**config.mk**
```make
export PLATFORM = sky130hd
export DESIGN_NAME = rtc_alarm_irq
export DESIGN_NICKNAME = d
export VERILOG_FILES = /design/src/rtl/rtc_alarm_pkg.sv /design/src/rtl/rtc_alarm_flag.sv /design/src/rtl/rtc_alarm_pulse.sv /design/src/rtl/rtc_alarm_pin.sv /design/src/rtl/rtc_alarm_irq.sv
export SDC_FILE = /design/constraint.sdc
export NUM_CORES = 1
export LEC_CHECK = 0
export ABC_AREA = 0
export BUFFER_PORTS_ARGS = -buffer_cell sky130_fd_sc_hd__buf_2
export CAP_MARGIN = 20
export CORE_MARGIN = 2
export CORE_UTILIZATION = 40
export DETAILED_ROUTE_END_ITERATION = 7
export PLACE_DENSITY_LB_ADDON = 0.25
export SETUP_SLACK_MARGIN = 0.15
export SYNTH_ARGS = -nofsm -noshare
export SYNTH_HDL_FRONTEND = slang
export SYNTH_HIERARCHICAL = 1
export SYNTH_SLANG_ARGS = --single-unit
```
**constraint.sdc**
```tcl
create_clock -name clk -period 4.6 [get_ports clk]
set_input_delay 1.38 -clock clk [delete_from_list [all_inputs] [get_ports clk]]
set_output_delay 1.38 -clock clk [all_outputs]
set_load 0.01 [all_outputs]
```
**src/rtl/rtc_alarm_pkg.sv**
```systemverilog
package rtc_alarm_pkg;
   // width of a down-counter that must hold the value n
   function automatic int unsigned cnt_width(int unsigned n);
      return (n < 2) ? 1 : $clog2(n + 1);
   endfunction
endpackage

```
**src/rtl/rtc_alarm_flag.sv**
```systemverilog
module rtc_alarm_flag (
   input  logic clk,
   input  logic rst_n,
   input  logic hit_i,
   input  logic clr_i,
   output logic flag_o
);
   always_ff @(posedge clk or negedge rst_n) begin
      if (!rst_n)      flag_o <= 1'b0;
      else if (hit_i)  flag_o <= 1'b1;   // a new hit outranks a clear
      else if (clr_i)  flag_o <= 1'b0;
   end
endmodule

```
**src/rtl/rtc_alarm_pulse.sv**
```systemverilog
module rtc_alarm_pulse
   import rtc_alarm_pkg::*;
#(
   parameter int unsigned PULSE_CYCLES = 4
) (
   input  logic clk,
   input  logic rst_n,
   input  logic start_i,
   input  logic run_i,
   output logic active_o
);
   localparam int unsigned CW = cnt_width(PULSE_CYCLES);
   localparam logic [CW-1:0] LOAD = CW'(PULSE_CYCLES);

   logic [CW-1:0] cnt_q;

   always_ff @(posedge clk or negedge rst_n) begin
      if (!rst_n)               cnt_q <= '0;
      else if (!run_i)          cnt_q <= '0;
      else if (start_i)         cnt_q <= LOAD;
      else if (cnt_q != '0)     cnt_q <= cnt_q - 1'b1;
   end

   assign active_o = run_i && (cnt_q != '0);
endmodule

```
**src/rtl/rtc_alarm_pin.sv**
```systemverilog
module rtc_alarm_pin #(
   parameter bit ACTIVE_LOW = 1'b1
) (
   input  logic assert_i,
   input  logic fout_en_i,
   input  logic fout_wave_i,
   output logic pin_o
);
   logic level;

   generate
      if (ACTIVE_LOW) begin : g_low
         assign level = ~assert_i;
      end else begin : g_high
         assign level = assert_i;
      end
   endgenerate

   assign pin_o = fout_en_i ? fout_wave_i : level;
endmodule

```
**src/rtl/rtc_alarm_irq.sv**
```systemverilog
module rtc_alarm_irq #(
   parameter int unsigned NUM_ALARMS     = 2,
   parameter int unsigned PULSE_CYCLES   = 4,
   parameter bit          IRQ_ACTIVE_LOW = 1'b1
) (
   input  logic                  clk,
   input  logic                  rst_n,
   input  logic [NUM_ALARMS-1:0] match_i,
   input  logic [NUM_ALARMS-1:0] alarm_en_i,
   input  logic                  pulse_mode_i,
   input  logic                  fout_en_i,
   input  logic                  fout_wave_i,
   input  logic                  clr_we_i,
   input  logic [NUM_ALARMS-1:0] clr_mask_i,
   output logic [NUM_ALARMS-1:0] status_o,
   output logic                  irq_o
);
   generate
      if (NUM_ALARMS < 1 || NUM_ALARMS > 8) begin : g_bad_n
         $error("rtc_alarm_irq: NUM_ALARMS must be 1..8");
      end
      if (PULSE_CYCLES < 1) begin : g_bad_p
         $error("rtc_alarm_irq: PULSE_CYCLES must be at least 1");
      end
   endgenerate

   logic [NUM_ALARMS-1:0] hit;
   logic [NUM_ALARMS-1:0] pulse_act;
   logic                  pulse_ok;
   logic                  want_assert;

   assign hit      = match_i & alarm_en_i;
   assign pulse_ok = pulse_mode_i & ~fout_en_i;

   generate
      for (genvar g = 0; g < NUM_ALARMS; g++) begin : g_alarm
         rtc_alarm_flag u_flag (
            .clk    (clk),
            .rst_n  (rst_n),
            .hit_i  (hit[g]),
            .clr_i  (clr_we_i & clr_mask_i[g]),
            .flag_o (status_o[g])
         );
         rtc_alarm_pulse #(.PULSE_CYCLES(PULSE_CYCLES)) u_pulse (
            .clk      (clk),
            .rst_n    (rst_n),
            .start_i  (hit[g] & pulse_ok),
            .run_i    (alarm_en_i[g] & pulse_ok),
            .active_o (pulse_act[g])
         );
      end
   endgenerate

   assign want_assert = pulse_mode_i ? (|pulse_act) : (|status_o);

   rtc_alarm_pin #(.ACTIVE_LOW(IRQ_ACTIVE_LOW)) u_pin (
      .assert_i    (want_assert),
      .fout_en_i   (fout_en_i),
      .fout_wave_i (fout_wave_i),
      .pin_o       (irq_o)
   );
endmodule

```
# == After elaboration in Yosys (flattened, before gate mapping) ==
# Cells that the tools add are included.
# totals
elab_cells,38
register_bits,8
output_inout_bits,3
in_bits,12
# classes
n_addsub,2
eq_ne,2
bitwise_logic,10
mux,12
n_reduce_logical,8
# op_table
operator,n
$mux 3,6
$and 1x1->1,7
$mux 1,6
$ne 3x2->1 const B,2
$reduce_bool 3->1,2
$sub 3x1->3 const B,2
$reduce_bool 2->1,2
$reduce_or 2->1,2
$and 2x2->2,1
$logic_and 1x1->1,2
$not 1->1,2

# == Longest topological paths before layout ==
# depth
word_depth,8
ltp_mapped,7
ltp_nobuf,7

# == Hierarchy ==
# The synthesis kept the hierarchy.
# modules_own_cells
mod,area_per_inst_um2,cells_per_inst,n_inst,seq_area_each_um2
rtc_alarm_pulse,185.2,18,2,75.1
rtc_alarm_irq,77.6,12,1,0.0
rtc_alarm_flag,36.3,3,2,25.0
rtc_alarm_pin,8.8,2,1,0.0

# == Worst setup path after synthesis ==
# OpenSTA, ideal clock, no wires.
# synth_path
kind,in2out
start,input pulse_mode_i
end,output irq_o
path_slack_ns,1.061
t_arrival_ns,2.159
path_buffers,0
required_time_ns,3.220
cell_stages,6
path_cell_list,nor2b_4 -> and2_1 -> and2_2 -> nor2_1 -> a21oi_1 -> o21ai_1
# synth_between
elab_chain_len,7
word_cells_on_any_way,9
classes_between,2 x mux; 4 x bitwise; 3 x reduce/logical
# synth_lines
item,line_no,text
"start, declared",rtc_alarm_irq.sv:10,"input logic pulse_mode_i,"
$and 1x1->1,rtc_alarm_irq.sv:33,assign pulse_ok = pulse_mode_i & ~fout_en_i;
$and 1x1->1,rtc_alarm_irq.sv:48,".run_i (alarm_en_i[g] & pulse_ok),"
$logic_and 1x1->1,rtc_alarm_pulse.sv:24,assign active_o = run_i && (cnt_q != '0);
net pulse_act[1],rtc_alarm_irq.sv:28,logic [NUM_ALARMS-1:0] pulse_act;
$reduce_or 2->1,rtc_alarm_irq.sv:54,assign want_assert = pulse_mode_i ? (|pulse_act) : (|status_o);
$mux 1,rtc_alarm_irq.sv:54,
net want_assert,rtc_alarm_irq.sv:30,logic want_assert;
$not 1->1,rtc_alarm_pin.sv:13,assign level = ~assert_i;
$mux 1,rtc_alarm_pin.sv:19,assign pin_o = fout_en_i ? fout_wave_i : level;
"end, declared",rtc_alarm_irq.sv:16,output logic irq_o
# The timed path passes the listed nets, and every way through them passes these cells.

# == Worst setup path after layout ==
# Ends and elaborated chain as after synthesis.

==> run_results.csv <==
group,metric,value,unit
layout,finalNetCount,91,
sta,hold_viol_final,0,
sta,worst_pin_slew,0.243,ns
sta,min_period_over_period,81.5,%
synthesis,yosys.area.top_type,"dfrtp_1",
worst_setup_path,cp-start-kind,"input pin",
worst_setup_path,path_cells,"buf_2, nor2b_4, and2_1, and2_2, nor2_1, a21oi_1, o21ai_1, buf_2",
route,drc,0,
status,outcome,"finished, final reports clean",
synthesis,synthTopCellsByArea,"dfrtp_1 (38%), and2_1 (9.5%), ha_1 (9.5%)",
route,first_iter_violations,0,
clock_network,cts.sinks,8,
floorplan,dieHeight,40.4,um
global_route,grt_start_max_net_pins,9,
synthesis,synth_seq_cells,8,
layout,final_area,641,um^2
global_route,grt_first_pass_wirelength,1.52,mm
placed_design,gp_congestion,0.678,
clock_network,htreeDepth,1,
sta,rsz0062_at_grt,"no",
floorplan,core_area,1270,um^2
clock_network,cts_buffers,3,
global_route,antenna_found_initial,0,
worst_setup_path,cp_common_cell,"buf_2",
sta,slew-limit-headroom,83.8,%
worst_setup_path,arrival,2.37,ns
synthesis,ys.flop_type,"dfrtp_1",
sta,timing.fmax,267,MHz
clock_network,cts_resized,0,
worst_setup_path,critPathMaxFanout,4,
clock_network,clkTransAtPathRegs,0.06,ns
layout,diodes,0,
global_route,gr-total-overflow,0,
synthesis,post-synth-top-count-cell,"inv_1",
worst_setup_path,cp.buffers_inverters,2,
worst_setup_path,cp_slowest_cell,"and2_2",
worst_setup_path,path_class,"input pin to output pin",
worst_setup_path,endpoint_kind,"output pin",
floorplan,ios,15,
clock_network,post-cts-setup-buffer-count,0,
synthesis,synthCells,56,
global_route,grt_pass1_vias,399,
placed_design,hpwl,714,um
route,drt-vias-per-instance,4.72,
worst_setup_path,max_stage_delay,0.16,ns
worst_setup_path,worstPathRequired,3.22,ns
clock_network,clk_latency,0.25,ns
floorplan,dieArea,1630,um^2
placed_design,place_area,618,um^2
flow_run,cap_violations,0,
floorplan,die_w,40.4,um
route,ant_nets,0,
sta,slew_violations,0,
layout,drive_gt1_share,32.9,%
floorplan,start_util,41.7,%
sta,finalClockSkew,0.0000582,ns
clock_network,tritoncts,"built",
sta,finalSetupTns,0,ns
clock_network,cts_buffer_depth,2,
synthesis,syn_avg_cell_area,9.45,um^2
layout,layout.cells.non_filler,88,
layout,fillCellCount,140,
min_path,hold_class,"register to register",
synthesis,synthArstFlopShare,100,%
power,leakage,0.000310,uW
clock_network,cts-root-buf,"clkbuf_4",
floorplan,row_count,13,
synthesis,ys_seq_area_share,37.8,%
synthesis,netlist.area_leader.share,37.8,%
worst_setup_path,crit_family,"simple AND/OR/NAND/NOR gates",
power,ir_drop,0.125,mV
global_route,gr-usage-all-layers,14.5,%
synthesis,synth_edf_count,0,
route,drt_pass1_iterations,1,
sta,setup_viol,0,
sta,fin_crit,3.75,ns
route,via_count,415,
synthesis,synthTopCellsByCount,"inv_1 (10), and2_1 (8), dfrtp_1 (8)",
layout,syn_to_final_growth,21.0,%
clock_network,cts_hold_buffers,0,
placed_design,io_buffer_count,14,
route,post_drt_wl_per_cell,9.30,um
synthesis,yosysWarnings,6,
synthesis,synth_cell_types,16,
synthesis,syn-num-nets,72,
power,power_density,230,nW/um^2
route,drt_wl_total,818,um
synthesis,synth_area,529,um^2
placed_design,dp_cells,85,
[cell families (layout without fill, tap and decap cells)]
family,count (synthesis),count (layout),synth area share (%)
simple gates,22,22,28.1
compound gates,10,10,14.2
buf+inv,10,27,7.09
flops,8,8,37.8
fa+ha+maj,4,4,9.46
xor+xnor,2,2,3.31
[per-layer routing]
layer	up-vias	track usage [%]	part of all wire, %
met5	-	0	0
met4	0	12.5	1.5
met3	2	1.67	4.9
met2	10	23.8	50
met1	186	16.5	44
li1	217	-	-
[state kept, by name, indices dropped and copies added, names as in the netlist]
name / count
g_alarm.u_pulse/cnt_q: 6
g_alarm.u_flag/flag_o: 2
[worst reg2reg max path: cells and delay by family, from the launching register on]
kind	cells	cell delay [ns]
AOI/OAI and AO/OA	1	0.12
buffers and inverters	1	0.07
and+or+nand+nor	1	0.38
DFF	1	0.35
adders and majority gates	1	0.23
[metrics by stage]
stage | util (%) | worst slack, ns | total power, uW | hold WS, ns
floorplan | - | 1.06 | 85.3 | 0.524
global placement | 48.7 | 0.876 | 95.7 | 0.513
detailed placement | 48.7 | 0.841 | 96.1 | 0.512
CTS | 50.5 | 0.842 | 151 | 0.527
global route | 50.5 | 0.768 | 156 | 0.546
finish | 50.5 | 0.852 | 148 | 0.517
[path summary, 6_finish.rpt]
check	cells past startpoint	end	start	slack, ns
worst min-delay path	1	g_alarm[0].u_flag/flag_o$_DFFE_PN0P_	g_alarm[0].u_flag/flag_o$_DFFE_PN0P_	0.52
max in group asynchronous	1	g_alarm[1].u_pulse/cnt_q[2]$_DFFE_PN0P_	rst_n	3.47
worst max-delay path	8	irq_o	pulse_mode_i	0.85
min in group asynchronous	1	g_alarm[0].u_pulse/cnt_q[1]$_DFFE_PN0P_	rst_n	0.96
worst max register to register	4	g_alarm[0].u_pulse/cnt_q[2]$_DFFE_PN0P_	g_alarm[0].u_pulse/cnt_q[0]$_DFFE_PN0P_	3.37
worst min register to register	1	g_alarm[0].u_flag/flag_o$_DFFE_PN0P_	g_alarm[0].u_flag/flag_o$_DFFE_PN0P_	0.52
[layout by cell type (no fill, tap or decap), drive strengths merged]
master,count
clkbuf,3
dfrtp,8
buf,14
inv,10
nand2b,2
xnor2,2
or3,2
ha,4
o21ai,1
nor2b,1
a2111oi,2
nor3,3
and2,10
a21o,2
nand2,1
a21oi,5
nor2,3
[power breakdown]
group          internal (uW)  total [uW]  switching (uW)  leakage [uW]
Sequential              72.6        74.4            1.73      0.000106
Combinational           10.2        19.9            9.67      0.000190
Clock                   29.8        53.4            23.5     0.0000138
Total                    113         148            34.9      0.000310
[final cells by class]
type | count | area, um^2 | share of cell area (%)
multi-input combinational | 38 | 292 | 45.5
sequential | 8 | 200 | 31.3
timing repair buffer | 14 | 70.1 | 10.9
inverter | 10 | 37.5 | 5.86
clock buffer | 3 | 22.5 | 3.52
tap | 15 | 18.8 | 2.93
(Power assumes the default switching activity.)
